### src/rtl/flash_erase_pkg.sv
package flash_erase_pkg;

  typedef enum logic [3:0] {
    ST_IDLE,
    ST_PREP,
    ST_ESET,
    ST_ECNF,
    ST_EHOLD,
    ST_VSET,
    ST_VRD,
    ST_VCHK,
    ST_RCMD,
    ST_DONE,
    ST_FAIL
  } seq_state_t;

  localparam logic [7:0] CMD_ERASE   = 8'h20;
  localparam logic [7:0] CMD_VERIFY  = 8'hA0;
  localparam logic [7:0] CMD_RESET   = 8'hFF;
  localparam logic [7:0] BYTE_ERASED = 8'hFF;
  localparam logic [7:0] BYTE_ZERO   = 8'h00;

endpackage

### src/rtl/fes_addr_walker.sv
module fes_addr_walker #(
  parameter int AW = 10
) (
  input  logic          clk,
  input  logic          rst,
  input  logic          clr,
  input  logic          inc,
  output logic [AW-1:0] addr,
  output logic          at_last
);
  localparam logic [AW-1:0] LAST = {AW{1'b1}};

  always_ff @(posedge clk) begin
    if (rst || clr) addr <= '0;
    else if (inc)   addr <= addr + 1'b1;
  end

  assign at_last = (addr == LAST);

  // the sequencer must never step past the top of the array
  p_walk_no_wrap_r6: assert property (@(posedge clk) disable iff (rst)
    inc |-> !at_last);
endmodule

### src/rtl/fes_hold_timer.sv
module fes_hold_timer #(
  parameter int CYC = 50
) (
  input  logic clk,
  input  logic rst,
  input  logic load,
  output logic expired
);
  localparam int TW = (CYC < 2) ? 1 : $clog2(CYC + 1);

  logic [TW-1:0] cnt;

  always_ff @(posedge clk) begin
    if (rst)           cnt <= '0;
    else if (load)     cnt <= TW'(CYC - 1);
    else if (cnt != 0) cnt <= cnt - 1'b1;
  end

  assign expired = (cnt == 0);

  // a new pulse is only started once the previous hold has run out
  p_no_reload_running_r4: assert property (@(posedge clk) disable iff (rst)
    load |-> expired);
endmodule

### src/rtl/fes_pulse_budget.sv
module fes_pulse_budget #(
  parameter int MAX_PULSES = 100
) (
  input  logic clk,
  input  logic rst,
  input  logic clr,
  input  logic bump,
  output logic spent
);
  localparam int CW = $clog2(MAX_PULSES + 1);

  logic [CW-1:0] cnt;

  always_ff @(posedge clk) begin
    if (rst || clr) cnt <= '0;
    else if (bump)  cnt <= cnt + 1'b1;
  end

  assign spent = (cnt == CW'(MAX_PULSES));

  // the sequencer never issues a pulse beyond the budget
  p_budget_cap_r8: assert property (@(posedge clk) disable iff (rst)
    bump |-> !spent);
endmodule

### src/rtl/flash_erase_seq.sv
module flash_erase_seq
  import flash_erase_pkg::*;
#(
  parameter int AW         = 10,
  parameter int HOLD_CYC   = 50,
  parameter int MAX_PULSES = 100
) (
  input  logic          clk,
  input  logic          rst,
  input  logic          start,
  output logic          done,
  output logic          fail,
  output logic [AW-1:0] mem_addr,
  output logic [7:0]    mem_wdata,
  input  logic [7:0]    mem_rdata,
  output logic          mem_wr,
  output logic          mem_rd,
  output logic          prog_req,
  input  logic          prog_ack
);

  seq_state_t state, nxt;
  logic walk_clr, walk_inc, at_last;
  logic hold_load, hold_done;
  logic bud_clr, bud_bump, spent;
  logic fail_set, fail_q;

  fes_addr_walker #(.AW(AW)) u_walk (
    .clk(clk), .rst(rst), .clr(walk_clr), .inc(walk_inc),
    .addr(mem_addr), .at_last(at_last)
  );

  fes_hold_timer #(.CYC(HOLD_CYC)) u_hold (
    .clk(clk), .rst(rst), .load(hold_load), .expired(hold_done)
  );

  fes_pulse_budget #(.MAX_PULSES(MAX_PULSES)) u_budget (
    .clk(clk), .rst(rst), .clr(bud_clr), .bump(bud_bump), .spent(spent)
  );

  always_comb begin
    nxt       = state;
    walk_clr  = 1'b0;
    walk_inc  = 1'b0;
    hold_load = 1'b0;
    bud_bump  = 1'b0;
    bud_clr   = 1'b0;
    fail_set  = 1'b0;
    unique case (state)
      ST_IDLE, ST_DONE, ST_FAIL: begin
        if (start) begin
          nxt      = ST_PREP;
          walk_clr = 1'b1;
          bud_clr  = 1'b1;
        end
      end
      ST_PREP: begin
        if (prog_ack) begin
          if (at_last) begin
            nxt      = ST_ESET;
            walk_clr = 1'b1;
          end else begin
            walk_inc = 1'b1;
          end
        end
      end
      ST_ESET: nxt = ST_ECNF;
      ST_ECNF: begin
        nxt       = ST_EHOLD;
        hold_load = 1'b1;
        bud_bump  = 1'b1;
      end
      ST_EHOLD: if (hold_done) nxt = ST_VSET;
      ST_VSET:  nxt = ST_VRD;
      ST_VRD:   nxt = ST_VCHK;
      ST_VCHK: begin
        if (mem_rdata == BYTE_ERASED) begin
          if (at_last) begin
            nxt = ST_RCMD;
          end else begin
            walk_inc = 1'b1;
            nxt      = ST_VSET;
          end
        end else if (spent) begin
          nxt      = ST_RCMD;
          fail_set = 1'b1;
        end else begin
          nxt = ST_ESET;
        end
      end
      ST_RCMD: nxt = fail_q ? ST_FAIL : ST_DONE;
      default: nxt = ST_IDLE;
    endcase
  end

  always_ff @(posedge clk) begin
    if (rst) begin
      state     <= ST_IDLE;
      mem_wr    <= 1'b0;
      mem_rd    <= 1'b0;
      prog_req  <= 1'b0;
      mem_wdata <= BYTE_ZERO;
      done      <= 1'b0;
      fail      <= 1'b0;
      fail_q    <= 1'b0;
    end else begin
      state    <= nxt;
      mem_wr   <= (nxt == ST_ESET) || (nxt == ST_ECNF) ||
                  (nxt == ST_VSET) || (nxt == ST_RCMD);
      mem_rd   <= (nxt == ST_VRD);
      prog_req <= (nxt == ST_PREP);
      done     <= (nxt == ST_DONE);
      fail     <= (nxt == ST_FAIL);
      if (bud_clr)       fail_q <= 1'b0;
      else if (fail_set) fail_q <= 1'b1;
      case (nxt)
        ST_ESET, ST_ECNF: mem_wdata <= CMD_ERASE;
        ST_VSET:          mem_wdata <= CMD_VERIFY;
        ST_RCMD:          mem_wdata <= CMD_RESET;
        default:          mem_wdata <= BYTE_ZERO;
      endcase
    end
  end

  p_one_strobe_r11: assert property (@(posedge clk) disable iff (rst)
    $onehot0({mem_wr, mem_rd, prog_req}));

  p_verify_then_read_r5: assert property (@(posedge clk) disable iff (rst)
    (mem_wr && mem_wdata == CMD_VERIFY) |=> (mem_rd && $stable(mem_addr)));

  p_setup_confirm_r3: assert property (@(posedge clk) disable iff (rst)
    (state == ST_ESET) |=> (mem_wr && mem_wdata == CMD_ERASE));

  p_quiet_hold_r4: assert property (@(posedge clk) disable iff (rst)
    (state == ST_EHOLD) |-> !(mem_wr || mem_rd || prog_req));

  p_done_after_reset_r9: assert property (@(posedge clk) disable iff (rst)
    $rose(done) |-> $past(mem_wr && mem_wdata == CMD_RESET));

  p_flags_excl_r8: assert property (@(posedge clk) disable iff (rst)
    !(done && fail));

  p_busy_ignores_start_r10: assert property (@(posedge clk) disable iff (rst)
    (state == ST_VCHK && start) |=> (state != ST_PREP));

endmodule

### config.mk
export PLATFORM = sky130hd
export DESIGN_NAME = flash_erase_seq
export DESIGN_NICKNAME = d
export VERILOG_FILES = /design/src/rtl/flash_erase_pkg.sv /design/src/rtl/fes_addr_walker.sv /design/src/rtl/fes_hold_timer.sv /design/src/rtl/fes_pulse_budget.sv /design/src/rtl/flash_erase_seq.sv
export SDC_FILE = /design/constraint.sdc
export NUM_CORES = 1
export LEC_CHECK = 0
export ABC_AREA = 1
export BUFFER_PORTS_ARGS = -buffer_cell sky130_fd_sc_hd__buf_2
export CAP_MARGIN = 40
export CELL_PAD_IN_SITES_DETAIL_PLACEMENT = 1
export CELL_PAD_IN_SITES_GLOBAL_PLACEMENT = 1
export CORE_AREA = 10 10 75 90
export CTS_CLUSTER_SIZE = 12
export DETAILED_ROUTE_END_ITERATION = 10
export DIE_AREA = 0 0 85 100
export GPL_ROUTABILITY_DRIVEN = 0
export PLACE_DENSITY = 0.75
export SLEW_MARGIN = 10
export SYNTH_ARGS = -nofsm -noshare
export SYNTH_HDL_FRONTEND = slang
export SYNTH_SLANG_ARGS = --single-unit
### constraint.sdc
create_clock -name clk -period 2 [get_ports clk]
set_input_delay 0.1 -clock clk [delete_from_list [all_inputs] [get_ports clk]]
set_output_delay 0.1 -clock clk [all_outputs]
set_load 0.02 [all_outputs]
# ---- After elaboration in Yosys (flattened, before gate mapping)
# Cells that the tools add are included.
dict set report totals {
  inputBits 12
  mem_count 0
  ram_bits 0
  ff_bits 41
  romBits 0
  latchBits 0
}
dict set report op_classes {
  eq_ne 21
  n_mux 25
  div 0
  mul 0
  reduce_logical 13
  n_lt_le_gt_ge 0
  n_addsub 3
  n_shift 0
  bitwise 0
}
# cell count
set ops {}
lappend ops {{$pmux 4 s9} 1}
lappend ops {{$mux 4} 7}
lappend ops {{$eq 4x3->1 const B} 6}
lappend ops {{$eq 4x4->1 const B} 6}
lappend ops {{$pmux 8 s3} 1}
lappend ops {{$eq 4x2->1 const B} 4}
lappend ops {{$mux 6} 2}
lappend ops {{$mux 1} 11}
lappend ops {{$add 10x1->10 const B} 1}
lappend ops {{$eq 10x10->1 const B} 1}
lappend ops {{$eq 4x1->1 const B} 2}
lappend ops {{$eq 8x8->1 const B} 1}
lappend ops {{$add 7x1->7 const B} 1}
lappend ops {{$eq 7x7->1 const B} 1}
lappend ops {{$logic_not 6->1} 1}
lappend ops {{$reduce_bool 6->1} 1}
lappend ops {{$reduce_or 2->1} 3}
lappend ops {{$sub 6x1->6 const B} 1}
lappend ops {{$logic_or 1x1->1} 5}
lappend ops {{$logic_not 4->1} 1}
lappend ops {{$pmux 1 s2} 2}
lappend ops {{$reduce_or 3->1} 1}
lappend ops {{$mux 2} 1}
lappend ops {{$reduce_bool 2->1} 1}

# ---- Longest topological paths before layout
# Gate-level depths: netlist of the first run.
dict set report depth {
  ltp_word 8
  ltp_mapped 11
  mapped_depth_nobuf 11
}

# ---- Cells and area by module
# Synthesis of the first run repeated with hierarchy kept, for this count alone.
dict set report hier_totals {
  cells_unflattened 277
  area_unflattened_um2 1949.4
}
# module n_inst cells_per_inst area_per_inst_um2
set modules_own_cells {}
lappend modules_own_cells {flash_erase_seq 1 112 752.0}
lappend modules_own_cells {fes_addr_walker 1 71 500.5}
lappend modules_own_cells {fes_pulse_budget 1 49 357.8}
lappend modules_own_cells {fes_hold_timer 1 45 339.1}

# ---- Worst setup path before layout of the first run
# Ideal clock, no wire load.
dict set report synth_path {
  kind {register to register}
  startpoint {reg u_walk.addr[0]}
  endpoint {reg mem_wdata[5]}
  n_path_buf 0
  slack_ns 0.301
  t_required_ns 1.878
  stages_incl_launch_ff 11
  period_less_slack_ns 1.699
  arrival_time_ns 1.577
  cell_sequence {dfxtp_1 ha_1 nand2_1 nor2_2 nand2_2 nor2_1 nand3_1 inv_2 nor2_2 nand3_1 nand3_1}
}
dict set report synth_via {
  elab_chain_len 7
}
# element line
set synth_rtl {}
lappend synth_rtl {{from (decl)} fes_addr_walker.sv:8} ;# output logic [AW-1:0] addr,
lappend synth_rtl {{from (signal assigned)} fes_addr_walker.sv:15} ;# else if (inc) addr <= addr + 1'b1;
lappend synth_rtl {{$eq 10x10->1 *} fes_addr_walker.sv:18} ;# assign at_last = (addr == LAST);
lappend synth_rtl {{$mux 4 (on tied branches)} {flash_erase_seq.sv:78, flash_erase_seq.sv:59}}
lappend synth_rtl {{$mux 4 (on tied branches)} {flash_erase_seq.sv:77, flash_erase_seq.sv:58}}
lappend synth_rtl {{$pmux 4 s9 *} flash_erase_seq.sv:49} ;# unique case (state)
lappend synth_rtl {{$eq 4x2->1} flash_erase_seq.sv:116} ;# case (nxt)
lappend synth_rtl {{$reduce_or 2->1} flash_erase_seq.sv:116}
lappend synth_rtl {{$pmux 8 s3 *} flash_erase_seq.sv:116}
lappend synth_rtl {{to (signal assigned)} flash_erase_seq.sv:117} ;# ST_ESET, ST_ECNF: mem_wdata <= CMD_ERASE;
lappend synth_rtl {{to (signal assigned)} flash_erase_seq.sv:118} ;# ST_VSET: mem_wdata <= CMD_VERIFY;
lappend synth_rtl {{to (signal assigned)} flash_erase_seq.sv:119} ;# ST_RCMD: mem_wdata <= CMD_RESET;
lappend synth_rtl {{to (decl)} flash_erase_seq.sv:14} ;# output logic [7:0] mem_wdata,
# Mark *: on every way between the ends. The rest lies on a longest branch, timed or not.
# A chain may end at the register's enable or synchronous reset.

# ---- Worst setup path in the final report of the first run
# Ends and elaborated chain as after synthesis.

==> results of run 1 <==
final cells by class:
class                           instances  area share
Clock buffer                            5      0.0314
Clock inverter                          3     0.00856
Inverter                               41      0.0702
Multi-Input combinational cell        198       0.448
Sequential cell                        36       0.329
Tap cell                               62      0.0354
Timing Repair Buffer                   34      0.0776
worst paths after layout:
check,depth (start not counted),startpoint,to,slack [ns]
worst max register to register,11,u_walk.addr[0],mem_wdata[5],0.23
worst min register to register,2,u_budget.cnt[1],u_budget.cnt[1],0.49
worst min-delay path,2,rst,u_hold.cnt[5],0.11
worst max-delay path,11,u_walk.addr[0],mem_wdata[5],0.23
report_power, final:
| group | switching [mW] | internal, mW |
|---|---|---|
| Sequential | 0.0430 | 0.782 |
| Clock | 0.273 | 0.243 |
| Combinational | 0.239 | 0.140 |
| Total | 0.555 | 1.16 |
cell families after synthesis:
kind of cell | after synthesis | share of synthesized area
flops | 36 | 0.377
compound gates | 30 | 0.0819
fa+ha+maj | 4 | 0.0262
simple gates | 153 | 0.356
buf+inv | 48 | 0.108
xor+xnor | 11 | 0.0504
through the flow:
step                      cells  hold slack (ns)
final                       379            0.114
after detailed placement    371            0.418
after floorplan             282            0.370
after global routing        379            0.118
after CTS                   379            0.109
after global placement      371            0.406
state kept, by name, summed over array words and instances (netlist names):
name and cells:
u_walk.addr 10, mem_wdata 3, done 1, fail_q 1, u_budget.cnt 7, u_hold.cnt 6, fail 1, mem_rd 1
mem_wr 1, state 4, prog_req 1
worst max-delay path, cell delays in order (launching register included):
cell and delay (ns):
dfxtp_1 0.40, ha_1 0.21, nand2_1 0.11, nor2_2 0.18, nand2_2 0.11, nor2_1 0.14
nand2_1 0.08, nand3_1 0.11, nand2_1 0.11, inv_2 0.08, nand3_2 0.09, nand3_1 0.09
per-layer routing:
metal	global-route usage	up-vias	share of wire	wire length, um
met3	0.0357	4	0.039	186
met2	0.211	16	0.54	2560
li1	-	950	-	-
met4	0.0419	0	0.014	68
met1	0.118	860	0.41	1970
met5	0	-	0	0
cell usage after synthesis, drive strengths merged (6+ instances only):
| cell type | n |
|---|---|
| xor2 | 7 |
| o21ai | 11 |
| dfxtp | 36 |
| nand3 | 24 |
| nor3 | 8 |
| nand2 | 68 |
| inv | 41 |
| nor2 | 45 |
| a21oi | 18 |
| nand4 | 6 |
| buf | 6 |
layout by cell type, fill, tap and decap left out, types with 2 or more instances in the layout:
cell type,instances
nor3_1,7
xor2_1,7
inv_2,7
nand2_2,4
a21oi_1,18
buf_2,34
ha_1,4
nand3_1,23
clkbuf_8,5
inv_1,34
nand4_1,6
o21ai_1,3
clkinv_2,2
dfxtp_1,36
o21ai_0,7
nand2_1,64
nor2_2,5
nor2_1,39
xnor2_1,4
==> impl_metrics.yaml, run 1 <==
run_status:
  status: "finished, final reports clean"
detailed_routing:
  drtIter0Drc: 29
  wl_per_cell_um: 12.6
  ant_nets: 0
  wl_um: 4790
  drc_errors: 0
  first_pass_iters: 4
  via_count: 1830
  vias_per_cell: 4.83
yosys:
  ys_types: 26
  synth_seq_cells: 36
  synth_top_area_frac: 0.377
  syn_inst: 282
  ys_seq_area_frac: 0.377
  async_reset_ff_frac: 0
  yosys_warnings: 0
  ys_dominant_reg_cell: "dfxtp_1"
  synth_top_area_cell: "dfxtp_1"
  synthesis.nets: 298
  syn_area_per_cell_um2: 6.78
  synth_area_um2: 1910
  synth_edf_count: 0
  synth.area.top_cells: "dfxtp_1 (38%), nand2_1 (13%), nor2_1 (7.7%)"
setup_path:
  crit_path_max_fanout: 5
  critical_path_class: "reg2reg"
  critPathRequiredTime_ns: 2.23
  cp_data_arrival_time_ns: 2.00
  worstSetupStartpointType: "register"
  crit_path_end_kind: "register"
layout:
  final_area_um2: 2190
  diodes: 0
  multiInputGateArea_um2: 983
  drive_above_1_share: 0.199
  fin_nets: 332
  nFillCells: 692
  final_util: 0.429
  syn_to_final_growth_pct: 14.8
  regArea_um2: 721
floorplan:
  rows: 29
  ios: 35
  fp.dieW_um: 85
  die_h_um: 100
  initial_core_util: 0.373
  core_um2: 5120
  die_area_um2: 8500
sta:
  fin_crit_sh: 0.883
  setup_ws_ns: 0.235
  setup_violations: 0
  fmax_mhz: 566
  tightest_slew_ns: 0.307
  relSlewSlack: 0.794
  fin_tns_setup_ns: 0
  slew_violations: 0
  period_minus_slack_ns: 1.77
  fin_skew_ns: 0.00590
  hold_viol_final: 0
  rsz0062_at_grt: "false"
grt:
  grt_pass1_wl_um: 8270
  grt_max_degree: 13
  grt_pass1_vias: 1912
  antenna_found_initial: 0
  gr-total-overflow: 0
  grt_usage: 0.115
job:
  cap_violations: 0
cts:
  clk_latency_ns: 0.29
  cts_sinks: 36
  clockBufferDepth: 2
  tritoncts: "done"
  numCtsBuffers: 5
  htreeDepth: 2
  post-cts-setup-buffers: 0
  cts_hold_buffers: 0
  clk_pin_slew_worst_paths_ns: 0.08
  cts_resized: 0
  root_buffer: "clkbuf_8"
placed_design:
  dpl.hpwl_um: 3900
  preCtsSetupSlack_ns: 0.255
  placed_area_um2: 2110
  port_buffers: 34
min_path:
  min_path_type: "in2reg"
power:
  p_total_mw: 1.72
  power_density_nw_per_um2: 784
  ir_drop_mv: 0.500
  leakagePower_nw: 1.04
Power figures use the tool's default switching activity.
==> inputs of run 2 (changes only) <==
--- a/config.mk
+++ b/config.mk
@@ -10,12 +10,13 @@
 export CAP_MARGIN = 40
 export CELL_PAD_IN_SITES_DETAIL_PLACEMENT = 1
 export CELL_PAD_IN_SITES_GLOBAL_PLACEMENT = 1
-export CORE_AREA = 10 10 75 90
+export CORE_AREA = 10 10 75 89
+export CTS_BUF_LIST = sky130_fd_sc_hd__clkbuf_4 sky130_fd_sc_hd__clkbuf_8
 export CTS_CLUSTER_SIZE = 12
 export DETAILED_ROUTE_END_ITERATION = 10
-export DIE_AREA = 0 0 85 100
+export DIE_AREA = 0 0 85 99
 export GPL_ROUTABILITY_DRIVEN = 0
-export PLACE_DENSITY = 0.75
+export PLACE_DENSITY = 0.76
 export SLEW_MARGIN = 10
 export SYNTH_ARGS = -nofsm -noshare
 export SYNTH_HDL_FRONTEND = slang
==> run 2 against run 1 <==
  * First-iteration DRC count grew 59%
  * Largest power group unchanged
  * Non-clock buffer count up 1
  * Sequential power is essentially flat
  * Critical path depth unchanged
  * Cell count fell by 0.26%
  * Count of clock-buffer cells in the layout is the same
  * Clock power increased by 25%
  * Highest routed layer unchanged
  * Wire length rose by 3.5%
  * Hold slack got worse by 0.0079 ns
  * Via count rose by 0.55%
==> impl_metrics.yaml, run 2 (synthesis results as in run 1) <==
run_status:
  status: "finished, final reports clean"
setup_path:
  critical-path-max-stage-delay_ns: 0.39
  critical_path_class: "reg2reg"
  cp_common_cell: "nand2_1"
  crit_path_end_kind: "register"
  crit_path_cell_trace: "ha_1 > nand2_1 > nor2_2 > nand2_2 > nor2_1 > nand2_1 > nand3_1 > nand2_1 > inv_2 > nand3_2 > nand3_1"
  worstSetupStartpointType: "register"
  cpMaxStageDelayCell: "dfxtp_1"
  crit_path_max_fanout: 5
  cp_data_arrival_time_ns: 1.98
  critPathRequiredTime_ns: 2.23
placed_design:
  dp.cells: 370
  port_buffers: 34
  placed_area_um2: 2110
  dpl.hpwl_um: 4030
cts:
  numCtsBuffers: 5
  post-cts-setup-buffers: 0
  tritoncts: "done"
  root_buffer: "clkbuf_8"
  clockBufferDepth: 2
  cts_resized: 0
  htreeDepth: 2
  cts_hold_buffers: 0
  cts_sinks: 36
  clk_pin_slew_worst_paths_ns: 0.08
  clk_latency_ns: 0.29
layout:
  reg_top3: "u_walk.addr x10, u_budget.cnt x7, u_hold.cnt x6"
  final_area_um2: 2220
  nFillCells: 678
  regArea_um2: 721
  final_cell_count_no_fill: 378
  final_util: 0.450
  syn_to_final_growth_pct: 16.3
  top_register: "u_walk.addr"
  drive_above_1_share: 0.201
  final_cell_mix: "nand2_1 (64), nor2_1 (39), dfxtp_1 (36)"
  fin_nets: 333
  final_common_cell: "nand2_1"
  multiInputGateArea_um2: 983
  diodes: 0
  largest_reg_flops: 10
sta:
  fmax_mhz: 573
  period_minus_slack_ns: 1.75
  setup_violations: 0
  tightest_slew_ns: 0.310
  slew_violations: 0
  fin_tns_setup_ns: 0
  fin_skew_ns: 0.00852
  hold_viol_final: 0
  rsz0062_at_grt: "false"
  fin_crit_sh: 0.873
  relSlewSlack: 0.791
grt:
  grt_pass1_vias: 1978
  grt_usage: 0.123
  grt_pass1_wl_um: 8890
  grt_max_degree: 13
  antenna_found_initial: 0
  gr-total-overflow: 0
floorplan:
  core_um2: 4940
  die_area_um2: 8420
  fp.dieW_um: 85
  ios: 35
  rows: 28
  initial_core_util: 0.387
  die_h_um: 99
detailed_routing:
  ant_nets: 0
  via_count: 1840
  wl_per_cell_um: 13.1
  drtIter0Drc: 46
  wl_um: 4960
  first_pass_iters: 4
  vias_per_cell: 4.87
  drc_errors: 0
job:
  cap_violations: 0
power:
  p_total_mw: 1.85
  power_density_nw_per_um2: 832
  leakagePower_nw: 1.05
  ir_drop_mv: 0.386
min_path:
  min_path_type: "in2reg"
-- run 2: power by group --
group	internal [mW]	leakage, nW	total, mW	switching [mW]
combinational	0.142	0.706	0.384	0.243
clock	0.369	0.0541	0.643	0.274
sequential	0.782	0.292	0.823	0.0406
-- run 2: critical path: cells and delay by family (launching register included) --
kind	cells	cell delay, ns
adder cells (fa/ha/maj)	1	0.22
buffers and inverters	1	0.08
flip-flops	1	0.39
AND/OR/NAND/NOR	9	0.98
-- run 2: routing by layer --
| metal | track usage | up-vias | wire length (um) |
|---|---|---|---|
| li1 | - | 960 | - |
| met1 | 0.135 | 852 | 2190 |
| met2 | 0.223 | 21 | 2560 |
| met3 | 0.0288 | 7 | 139 |
| met4 | 0.0381 | 0 | 64 |
| met5 | 0 | - | 0 |
-- run 2: path summary, 6_finish.rpt --
check        cells past startpoint  slack, ns      startpoint            end
max                             11       0.25  u_walk.addr[0]   mem_wdata[5]
min                              2       0.11             rst  u_hold.cnt[5]
max reg2reg                     11       0.25  u_walk.addr[0]   mem_wdata[5]
min reg2reg                      2       0.49   u_hold.cnt[3]  u_hold.cnt[3]
-- run 2: layout make-up --
cell class | count | share of cell area
inverters | 41 | 0.0693
well taps | 60 | 0.0338
multi-input cells | 198 | 0.443
clock buffers | 5 | 0.0310
flip-flops and latches | 36 | 0.324
repair buffers | 35 | 0.0800
clock inverters | 3 | 0.0191
-- run 2: per-stage QoR --
stage | setup WS [ns] | hold slack [ns]
detailed placement | 0.262 | 0.426
global placement | 0.323 | 0.430
global route | 0.00556 | 0.116
CTS | 0.239 | 0.107
floorplan | 0.301 | 0.370
finish | 0.254 | 0.106
